### src/rtl/core_timer_pkg.sv
package core_timer_pkg;
  localparam int RUN_BIT = 0;
  localparam int REP_BIT = 1;
  localparam int CNT_LO  = 2;

  typedef enum logic [1:0] {
    SEL_CFG  = 2'd0,
    SEL_FREE = 2'd1,
    SEL_REM  = 2'd2,
    SEL_NONE = 2'd3
  } rd_sel_e;
endpackage

### src/rtl/core_timer_tick.sv
module core_timer_tick #(
  parameter int TICK_DIV = 1
) (
  input  logic clk_i,
  input  logic rst_ni,
  output logic tick_o
);
  localparam int DW   = (TICK_DIV > 1) ? $clog2(TICK_DIV) : 1;
  localparam int LAST = (TICK_DIV > 1) ? TICK_DIV - 1 : 0;

  logic [DW-1:0] div_q;

  assign tick_o = (div_q == DW'(LAST));

  always_ff @(posedge clk_i or negedge rst_ni) begin
    if (!rst_ni)     div_q <= '0;
    else if (tick_o) div_q <= '0;
    else             div_q <= div_q + DW'(1);
  end

  generate
    if (TICK_DIV > 1) begin : g_div_chk

      tick_spacing_chk: assert property (@(posedge clk_i) disable iff (!rst_ni)
        tick_o |=> !tick_o);
    end
  endgenerate
endmodule

### src/rtl/core_timer_free.sv
module core_timer_free #(
  parameter int FREE_W = 64
) (
  input  logic              clk_i,
  input  logic              rst_ni,
  input  logic              tick_i,
  output logic [FREE_W-1:0] free_o
);
  logic [FREE_W-1:0] free_q;

  always_ff @(posedge clk_i or negedge rst_ni) begin
    if (!rst_ni)     free_q <= '0;
    else if (tick_i) free_q <= free_q + FREE_W'(1);
  end

  assign free_o = free_q;


  free_advance_chk: assert property (@(posedge clk_i) disable iff (!rst_ni)
    (tick_i && free_q != '1) |=> free_q > $past(free_q));
endmodule

### src/rtl/core_timer_cdown.sv
module core_timer_cdown
  import core_timer_pkg::*;
#(
  parameter int DATA_W = 64,
  parameter int CNT_HI = 47
) (
  input  logic              clk_i,
  input  logic              rst_ni,
  input  logic              tick_i,
  input  logic              we_i,
  input  logic [DATA_W-1:0] wdata_i,
  output logic [DATA_W-1:0] cfg_o,
  output logic [DATA_W-1:0] rem_o,
  output logic              expire_o
);
  function automatic logic [DATA_W-1:0] mask_gen();
    logic [DATA_W-1:0] m;
    for (int i = 0; i < DATA_W; i++) m[i] = (i >= CNT_LO) && (i <= CNT_HI);
    return m;
  endfunction

  localparam logic [DATA_W-1:0] INIT_MASK = mask_gen();

  logic [DATA_W-1:0] cfg_q, rem_q;
  logic              running;

  assign running  = cfg_q[RUN_BIT];
  // write wins over a tick in the same cycle
  assign expire_o = tick_i && running && !we_i && (rem_q <= DATA_W'(1));

  always_ff @(posedge clk_i or negedge rst_ni) begin
    if (!rst_ni) begin
      cfg_q <= '0;
      rem_q <= '0;
    end else if (we_i) begin
      cfg_q <= wdata_i;
      rem_q <= wdata_i[RUN_BIT] ? (wdata_i & INIT_MASK) : '0;
    end else if (expire_o) begin
      if (cfg_q[REP_BIT]) begin
        rem_q <= cfg_q & INIT_MASK;
      end else begin
        rem_q          <= '0;
        cfg_q[RUN_BIT] <= 1'b0;
      end
    end else if (tick_i && running) begin
      rem_q <= rem_q - DATA_W'(1);
    end
  end

  assign cfg_o = cfg_q;
  assign rem_o = rem_q;


  restart_load_chk: assert property (@(posedge clk_i) disable iff (!rst_ni)
    (we_i && wdata_i[RUN_BIT]) |=> (rem_q & ~INIT_MASK) == '0);

  idle_hold_chk: assert property (@(posedge clk_i) disable iff (!rst_ni)
    (!running && !we_i) |=> ($stable(rem_q) && $stable(cfg_q)));

  reload_keep_chk: assert property (@(posedge clk_i) disable iff (!rst_ni)
    (expire_o && cfg_q[REP_BIT]) |=> ($stable(cfg_q) && rem_q == (cfg_q & INIT_MASK)));

  oneshot_stop_chk: assert property (@(posedge clk_i) disable iff (!rst_ni)
    (expire_o && !cfg_q[REP_BIT]) |=> (!cfg_q[RUN_BIT] && rem_q == '0));
endmodule

### src/rtl/core_timer.sv
module core_timer
  import core_timer_pkg::*;
#(
  parameter int TICK_DIV = 1,
  parameter int DATA_W   = 64,
  parameter int FREE_W   = 64,
  parameter int CNT_HI   = 47
) (
  input  logic              clk_i,
  input  logic              rst_ni,
  input  logic              cfg_we_i,
  input  logic [DATA_W-1:0] cfg_wdata_i,
  input  logic [1:0]        rd_sel_i,
  output logic [DATA_W-1:0] rd_data_o,
  input  logic              irq_clr_i,
  output logic              irq_o
);
  logic              tick;
  logic              expire;
  logic [FREE_W-1:0] free_cnt;
  logic [DATA_W-1:0] cfg, rem;
  logic              irq_q;

  core_timer_tick #(.TICK_DIV(TICK_DIV)) i_tick (
    .clk_i  (clk_i),
    .rst_ni (rst_ni),
    .tick_o (tick)
  );

  core_timer_free #(.FREE_W(FREE_W)) i_free (
    .clk_i  (clk_i),
    .rst_ni (rst_ni),
    .tick_i (tick),
    .free_o (free_cnt)
  );

  core_timer_cdown #(.DATA_W(DATA_W), .CNT_HI(CNT_HI)) i_cdown (
    .clk_i    (clk_i),
    .rst_ni   (rst_ni),
    .tick_i   (tick),
    .we_i     (cfg_we_i),
    .wdata_i  (cfg_wdata_i),
    .cfg_o    (cfg),
    .rem_o    (rem),
    .expire_o (expire)
  );

  // new expiry beats a clear in the same cycle
  always_ff @(posedge clk_i or negedge rst_ni) begin
    if (!rst_ni)        irq_q <= 1'b0;
    else if (expire)    irq_q <= 1'b1;
    else if (irq_clr_i) irq_q <= 1'b0;
  end

  assign irq_o = irq_q;

  always_comb begin
    unique case (rd_sel_e'(rd_sel_i))
      SEL_CFG:  rd_data_o = cfg;
      SEL_FREE: rd_data_o = DATA_W'(free_cnt);
      SEL_REM:  rd_data_o = rem;
      default:  rd_data_o = '0;
    endcase
  end


  irq_source_chk: assert property (@(posedge clk_i) disable iff (!rst_ni)
    $rose(irq_q) |-> $past(expire));

  irq_hold_chk: assert property (@(posedge clk_i) disable iff (!rst_ni)
    (irq_q && !irq_clr_i) |=> irq_q);

  irq_clr_race_chk: assert property (@(posedge clk_i) disable iff (!rst_ni)
    (expire && irq_clr_i) |=> irq_q);

  rd_none_chk: assert property (@(posedge clk_i) disable iff (!rst_ni)
    (rd_sel_i == 2'd3) |-> rd_data_o == '0);
endmodule

### config.mk
export PLATFORM = sky130hd
export DESIGN_NAME = core_timer
export DESIGN_NICKNAME = d
export VERILOG_FILES = /design/src/rtl/core_timer_pkg.sv /design/src/rtl/core_timer_tick.sv /design/src/rtl/core_timer_free.sv /design/src/rtl/core_timer_cdown.sv /design/src/rtl/core_timer.sv
export SDC_FILE = /design/constraint.sdc
export NUM_CORES = 1
export LEC_CHECK = 0
export ABC_AREA = 1
export BUFFER_PORTS_ARGS = -buffer_cell sky130_fd_sc_hd__clkbuf_2
export CORE_MARGIN = 1.5
export CORE_UTILIZATION = 53
export DETAILED_ROUTE_END_ITERATION = 16
export PLACE_DENSITY = 0.7
export SLEW_MARGIN = 10
export SYNTH_ARGS = -nofsm -noshare
export SYNTH_HDL_FRONTEND = slang
export SYNTH_SLANG_ARGS = --single-unit
### constraint.sdc
create_clock -name clk_i -period 3.4 [get_ports clk_i]
set_input_delay 0.68 -clock clk_i [delete_from_list [all_inputs] [get_ports clk_i]]
set_output_delay 0.68 -clock clk_i [all_outputs]
set_load 0.1 [all_outputs]
Word-level counts from Yosys, hierarchy flattened:

Index checks and enable logic that the tools add are counted.

* input port bits: 70
* memory bits (writable): 0
* memories kept: 0
* bits in read-only memories: 0
* bits in latches: 0
* word-level logic and storage cells: 35
* output and inout bits: 65
* register bits: 194

* add/sub/neg operators: 3
* reduce and logical (&&, ||, !) cells: 9
* divide/modulo/power cells: 0
* equal/unequal tests: 3
* $mul: 0
* shifts and indexed selects: 0
* bitwise operators: 1
* muxes and demuxes: 12
* $lt $le $gt $ge: 1

Operators by type and width (number)
* $mux 64: 3
* $pmux 64 s3: 1
* $mux 48: 2
* $add 64x1->64 const B: 1
* $le 64x1->1 const B: 1
* $sub 64x1->64 const B: 1
* $mux 1: 6
* $reduce_bool 2->1: 2
* $logic_and 1x1->1: 3
* $reduce_bool 3->1: 1
* $eq 2x1->1 const B: 1
* $eq 2x2->1 const B: 1
* $logic_not 2->1: 1
* $ne 2x2->1 const B: 1
* $reduce_and 2->1: 1
* $add 1x1->1 const B: 1
* $logic_not 1->1: 1
* $not 1->1: 1

Longest topological paths before layout:

Gate-level depths: netlist of the first run.

* depth after elaboration: 6
* mapped depth: 12
* mapped depth without buffers: 12

By module:

From an unflattened synthesis of the first run, not the netlist that was laid out.

* cell total of the unflattened synthesis: 1969
* area total of the unflattened synthesis: 13146.4 sq um

Modules (own cells, without submodules)
* core_timer_cdown: sequential area each 3203.1 sq um, cells each 1168, area an instance 7803.7 sq um, instances 1
* core_timer_free: sequential area each 1601.5 sq um, cells each 505, area an instance 3793.6 sq um, instances 1
* core_timer: sequential area each 25.0 sq um, cells each 294, area an instance 1537.7 sq um, instances 1
* core_timer_tick: sequential area each 0.0 sq um, cells each 2, area an instance 11.3 sq um, instances 1

Worst setup path before layout of the first run:

No wires, ideal clock.

* path type: in2out
* from: in rd_sel_i[0]
* to: out rd_data_o[0]
* path buffers: 3
* data arrival time: 3.071 ns
* data required time: 2.720 ns
* path slack: -0.351 ns
* cell stages on the path: 5
* path through: clkbuf_1 or2_2 clkbuf_1 buf_1 o221ai_1

* longest elaborated chain between the ends: 2
* elaborated cells between the ends (all ways): 4
* classes of those cells: eq/ne: 2; mux: 1; reduce/logical: 1

Ends and longest elaborated chain
* start, declared: RTL line core_timer.sv:13 `input logic [1:0] rd_sel_i,`
* $eq 2x2->1, or another cell as far along: RTL line core_timer.sv:58 `unique case (rd_sel_e'(rd_sel_i))`
* $pmux 64 s3 *: RTL line core_timer.sv:58
* end, declared: RTL line core_timer.sv:14 `output logic [DATA_W-1:0] rd_data_o,`

Mark *: on every way between the ends. The rest lies on a longest branch, timed or not.

Worst setup path after layout of the first run:

* from: in rd_sel_i[1]
* to: out rd_data_o[58]

Same word-level chain as after synthesis.

==> results of run 1 <==
layout make-up:
class                   instances  area share [%]
flip-flops and latches        193            31.2
clock inverters                14            1.21
inverters                     310            7.53
clock buffers                  18            2.84
well taps                     324            2.62
multi-input cells            1365            44.1
repair buffers                151            10.4
sequential cells by signal (all words and copies together) (netlist names):
name           flops
i_cdown.rem_o     64
i_free.free_o     64
irq_o              1
i_cdown.cfg_o     64
worst max path at each step:
stage,slack (ps),startpoint,cells past startpoint,to
floorplan,-210,rd_sel_i[0],5,rd_data_o[0]
global placement,370,rd_sel_i[1],5,rd_data_o[1]
detailed placement,270,rd_sel_i[1],6,rd_data_o[58]
CTS,270,rd_sel_i[1],6,rd_data_o[58]
global route,140,rd_sel_i[1],6,rd_data_o[36]
finish,220,rd_sel_i[1],6,rd_data_o[58]
power by group through the flow:
| stage | clock (mW) | combinational [mW] | sequential [mW] |
|---|---|---|---|
| 2_1_floorplan | 0 | 1.46 | 2.66 |
| 3_3_place_gp | 0 | 2.06 | 2.74 |
| 3_5_place_dp | 0 | 2.09 | 2.74 |
| 4_1_cts | 2.19 | 2.10 | 2.70 |
| 5_1_grt | 2.27 | 2.28 | 2.73 |
| 6_report | 2.17 | 2.11 | 2.71 |
per-stage QoR:
step	power (mW)	util (%)	setup slack [ps]	setup TNS [ps]	area, um^2
finish	6.99	63.6	219	0	15500
global route	7.28	63.6	143	0	15500
CTS	6.99	63.6	265	0	15500
detailed placement	4.83	61.0	268	0	14800
global placement	4.80	61.0	370	0	14800
floorplan	4.12	-	-214	-10630	13200
cell families (layout without fill, tap and decap cells):
group	Yosys count	after routing
and+or+nand+nor	1090	1090
buffers and inverters	383	493
DFF	193	193
AOI/OAI and AO/OA	179	179
xor gates and xnor gates	93	93
adders and majority gates	3	3
cells in the mapped netlist (4+ instances only):
library cell	number	area, um^2
inv_1	305	1140
inv_2	4	15.0
nor2_2	21	131
nand3_2	8	80.1
a21oi_2	7	61.3
o21ai_0	77	385
nand2_1	531	1990
nor2_4	8	90.1
a21oi_1	17	85.1
xor2_1	90	788
nor2_1	262	983
nand3_1	111	556
buf_4	4	30.0
buf_1	10	37.5
buf_6	9	101
nand2_2	8	50.1
o221ai_1	51	447
dfrtp_1	193	4830
buf_2	8	40.0
nor3_2	4	40.0
nand4_1	76	475
clkbuf_1	42	158
o211ai_1	14	105
o21ai_1	9	45.0
nor3_1	41	205
per-layer routing:
layer	global-route usage, %	vias up
met5	0	-
met4	16.8	2
met3	7.85	116
met2	62.9	628
met1	49.1	6375
li1	-	6345
worst max-delay path, cell delays in order:
cell and delay (ps):
clkbuf_2 110, inv_1 320, nand2_2 460, buf_12 330
o221ai_1 340, buf_12 230
==> flow_summary.yaml, run 1 <==
clock_network:
  cts_resized: 0
  cts_root_buffer: "clkbuf_16"
  hold_buffers: 0
  clk_path_buf_depth: 2
  path_clk_slew_ps: 80
  cts-htree-levels: 4
  cts_tree: "yes"
  postCtsSetupBuffers: 0
  cts_buffers: 17
  clock_latency_ps: 440
  clock_sinks: 193
timing:
  worstMarginPinSlew_ps: 888
  rsz0062_at_grt: "no"
  hold_viol_final: 0
  hold_slack_ps: 268
  period_share_pct: 93.5
  maxSlewHeadroom_pct: 40.8
  finalClockSkew_ps: 14.0
  fmax_ghz: 0.314
  slew_violations: 0
  period_needed_ps: 3180
  setup_violations: 0
yosys:
  synth_ff_type: "dfrtp_1"
  syn_inst: 1941
  synthXorXnorAreaFrac_pct: 6.18
  synth_top_family_by_area: "simple AND/OR/NAND/NOR gates"
  synth_seq_area_share_pct: 36.7
  synth_fa_ha_area_share_pct: 0.285
  synth.distinct_cells: 42
  synth.area.mux_share_pct: 0
  ys_ff_latch: 193
  yosys_warnings: 0
  syn-num-nets: 2014
  synth_edf_count: 0
  synth-compound-area-share_pct: 8.86
  syn_area_per_cell_um2: 6.79
  syn-cell-area_mm2: 0.0132
  yosys.area_share.simple_pct: 36.4
  synthArstFlopShare_pct: 100
worst_setup_path:
  ff2ff_path_depth: 11
  crit_path_end_kind: "primary output"
  r2r_start: "i_cdown.rem_o[0]$_DFFE_PN0P_"
  cp-start-kind: "input port"
  cp_max_fo: 28
  path_class: "input port to primary output"
  r2r_end: "i_cdown.rem_o[63]$_DFFE_PN0P_"
  r2r_slack_ps: 910
  crit_required_ps: 2720
  critPathArrivalTime_ps: 2500
layout:
  layout_commonest_cell: "nand2_1"
  area_growth_pct: 17.4
  stdcell_count: 2375
  antennaDiodeCount: 0
  fillers: 2239
  layout-drive-gt1-share_pct: 12.5
  mostFrequentLayoutCells: "nand2_1 (530), inv_1 (305), nor2_1 (260)"
  num-nets-final: 2111
  multi_input_area_mm2: 0.00683
  regArea_mm2: 0.00483
routing:
  drtAntennaViolNets: 0
  met3_length_um: 3840
  first_pass_iters: 5
  met1Wirelength_um: 19500
  drt-initial-drc-count: 1325
  vias: 13500
  met2_wirelength_um: 22700
  highest_layer: "met5"
  drc_errors: 0
  wirelength_um: 48200
  vias_per_cell: 5.67
  wl_per_cell_um: 20.3
power_and_ir_drop:
  p_comb_share_pct: 30.2
  vdd_ir_drop_max_v: 0.000368
  p_int_mw: 4.19
  clkPwrFrac_pct: 31.1
  swShare_pct: 40.0
  leakagePower_nw: 7.51
  switchingPower_mw: 2.80
  cellPowerDensity_mw_per_mm2: 452
  seqPwrFrac_pct: 38.7
worst_hold_path:
  holdCritPathClass: "input port to asynchronous set/reset pin"
global_routing:
  grt_pass1_wl_um: 75200
  gr-usage-all-layers_pct: 38.4
  antenna_found_initial: 2
  grt_pass1_vias: 13200
  overflow: 0
  grt_max_degree: 92
floorplanning:
  fp-row-count: 57
  io_pins: 135
  core_area_mm2: 0.0243
  die_area_mm2: 0.0258
  initial_utilization_pct: 54.2
  dieWidth_um: 161
  chipHeight_um: 161
placement:
  gp_congestion: 0.984
  port-buffer-count: 134
  hpwl_um: 37900
  dp.cells: 2343
run:
  max_cap_violations: 0
status:
  run_status: "complete, no violations"
No activity file was read; power rests on OpenSTA's default activity.
==> run 2: changes to the inputs <==
- BUFFER_PORTS_ARGS: -buffer_cell sky130_fd_sc_hd__clkbuf_2 -> unset
- CORE_UTILIZATION: 53 -> 60
- DONT_BUFFER_PORTS: unset -> 1
- PLACE_DENSITY: 0.7 -> 0.73
==> flow_summary.yaml, run 2 (same netlist as run 1, synthesis figures left out) <==
power_and_ir_drop:
  finalPower_mw: 6.83
  cellPowerDensity_mw_per_mm2: 446
  vdd_ir_drop_max_v: 0.000335
  leakagePower_nw: 7.23
clock_network:
  cts-htree-levels: 4
  clock_latency_ps: 440
  cts_tree: "yes"
  cts_buffers: 17
  path_clk_slew_ps: 80
  clk_path_buf_depth: 2
  clock_sinks: 193
  postCtsSetupBuffers: 0
  cts_root_buffer: "clkbuf_16"
  cts_resized: 0
layout:
  num-nets-final: 2036
  mostFrequentLayoutCells: "nand2_1 (530), inv_1 (305), nor2_1 (260)"
  regArea_mm2: 0.00483
  fillers: 1772
  layout_commonest_cell: "nand2_1"
  final_core_util_pct: 70.6
  layout-drive-gt1-share_pct: 11.8
  multi_input_area_mm2: 0.00714
  area_growth_pct: 16.3
  antennaDiodeCount: 0
floorplanning:
  die_area_mm2: 0.0228
  fp-row-count: 54
  chipHeight_um: 151
  initial_utilization_pct: 60.7
  core_area_mm2: 0.0217
  io_pins: 135
  dieWidth_um: 151
global_routing:
  grt_pass1_wl_um: 71300
  grt_max_degree: 194
  grt_pass1_vias: 12400
  overflow: 0
  antenna_found_initial: 0
  gr-usage-all-layers_pct: 42.1
routing:
  wl_per_cell_um: 20.7
  drt-initial-drc-count: 1418
  drc_errors: 0
  wirelength_um: 46700
  drtAntennaViolNets: 0
  vias: 13400
  vias_per_cell: 5.95
  first_pass_iters: 6
worst_setup_path:
  ff2ff_path_depth: 11
  r2r_slack_ps: 690
  r2r_start: "i_cdown.rem_o[0]$_DFFE_PN0P_"
  critPathArrivalTime_ps: 2260
  path_class: "input port to primary output"
  cp-start-kind: "input port"
  startpoint: "rd_sel_i[1]"
  crit_path_end_kind: "primary output"
  cp_max_fo: 64
  crit_required_ps: 2720
  r2r_end: "i_cdown.rem_o[59]$_DFFE_PN0P_"
placement:
  gp_congestion: 1.00
  port-buffer-count: 0
  hpwl_um: 35500
timing:
  period_share_pct: 86.4
  finalClockSkew_ps: 13.9
  maxSlewHeadroom_pct: 25.4
  hold_slack_ps: -75.3
  setup_violations: 0
  worstMarginPinSlew_ps: 1120
  hold_viol_final: 162
  rsz0062_at_grt: "no"
  period_needed_ps: 2940
  fmax_ghz: 0.340
  slew_violations: 0
status:
  violations: "negative hold slack"
  run_status: "complete, but fails checks"
worst_hold_path:
  holdCritPathClass: "input port to asynchronous set/reset pin"
run:
  max_cap_violations: 0
==> run 2: critical path: stages <==
cell and delay, ps:
inv_1 80, or2_4 840, o211ai_1 350, buf_16 260
==> run 2: layer usage <==
metal / share of wire [%] / vias up / GRT usage, % / wire length, um
li1: - / 6187 / - / -
met1: 39 / 6323 / 55.4 / 18300
met2: 47 / 771 / 67.9 / 21900
met3: 9.8 / 135 / 9.07 / 4550
met4: 4.2 / 0 / 16.7 / 1940
met5: 0 / - / 0 / 0
==> run 2: through the flow <==
step	setup WS (ps)	TNS [ps]	area [um^2]	std cells	hold slack, ps
floorplan	-214	-10630	13200	1941	384
global placement	531	0	14700	2224	388
detailed placement	471	0	14700	2224	389
CTS	471	0	15300	2256	-80.3
global route	404	0	15300	2256	-96.4
finish	461	0	15300	2256	-75.3
==> run 2: final cells by class <==
| cell class | instances | area share [%] |
|---|---|---|
| inverter | 310 | 7.60 |
| sequential | 193 | 31.5 |
| clock buffer | 17 | 2.78 |
| multi-input combinational | 1365 | 46.6 |
| tap | 280 | 2.29 |
| timing repair buffer | 76 | 8.12 |
| clock inverter | 15 | 1.05 |
==> run 2: power breakdown <==
part	internal (mW)	switching [mW]
registers	2.48	0.215
logic	0.608	1.46
clock network	0.990	1.07
==> run 2: worst max path at each step <==
stage | end | slack (ps)
finish | rd_data_o[15] | 460
global route | rd_data_o[15] | 400
CTS | rd_data_o[15] | 470
detailed placement | rd_data_o[15] | 470
global placement | rd_data_o[15] | 530
floorplan | rd_data_o[0] | -210
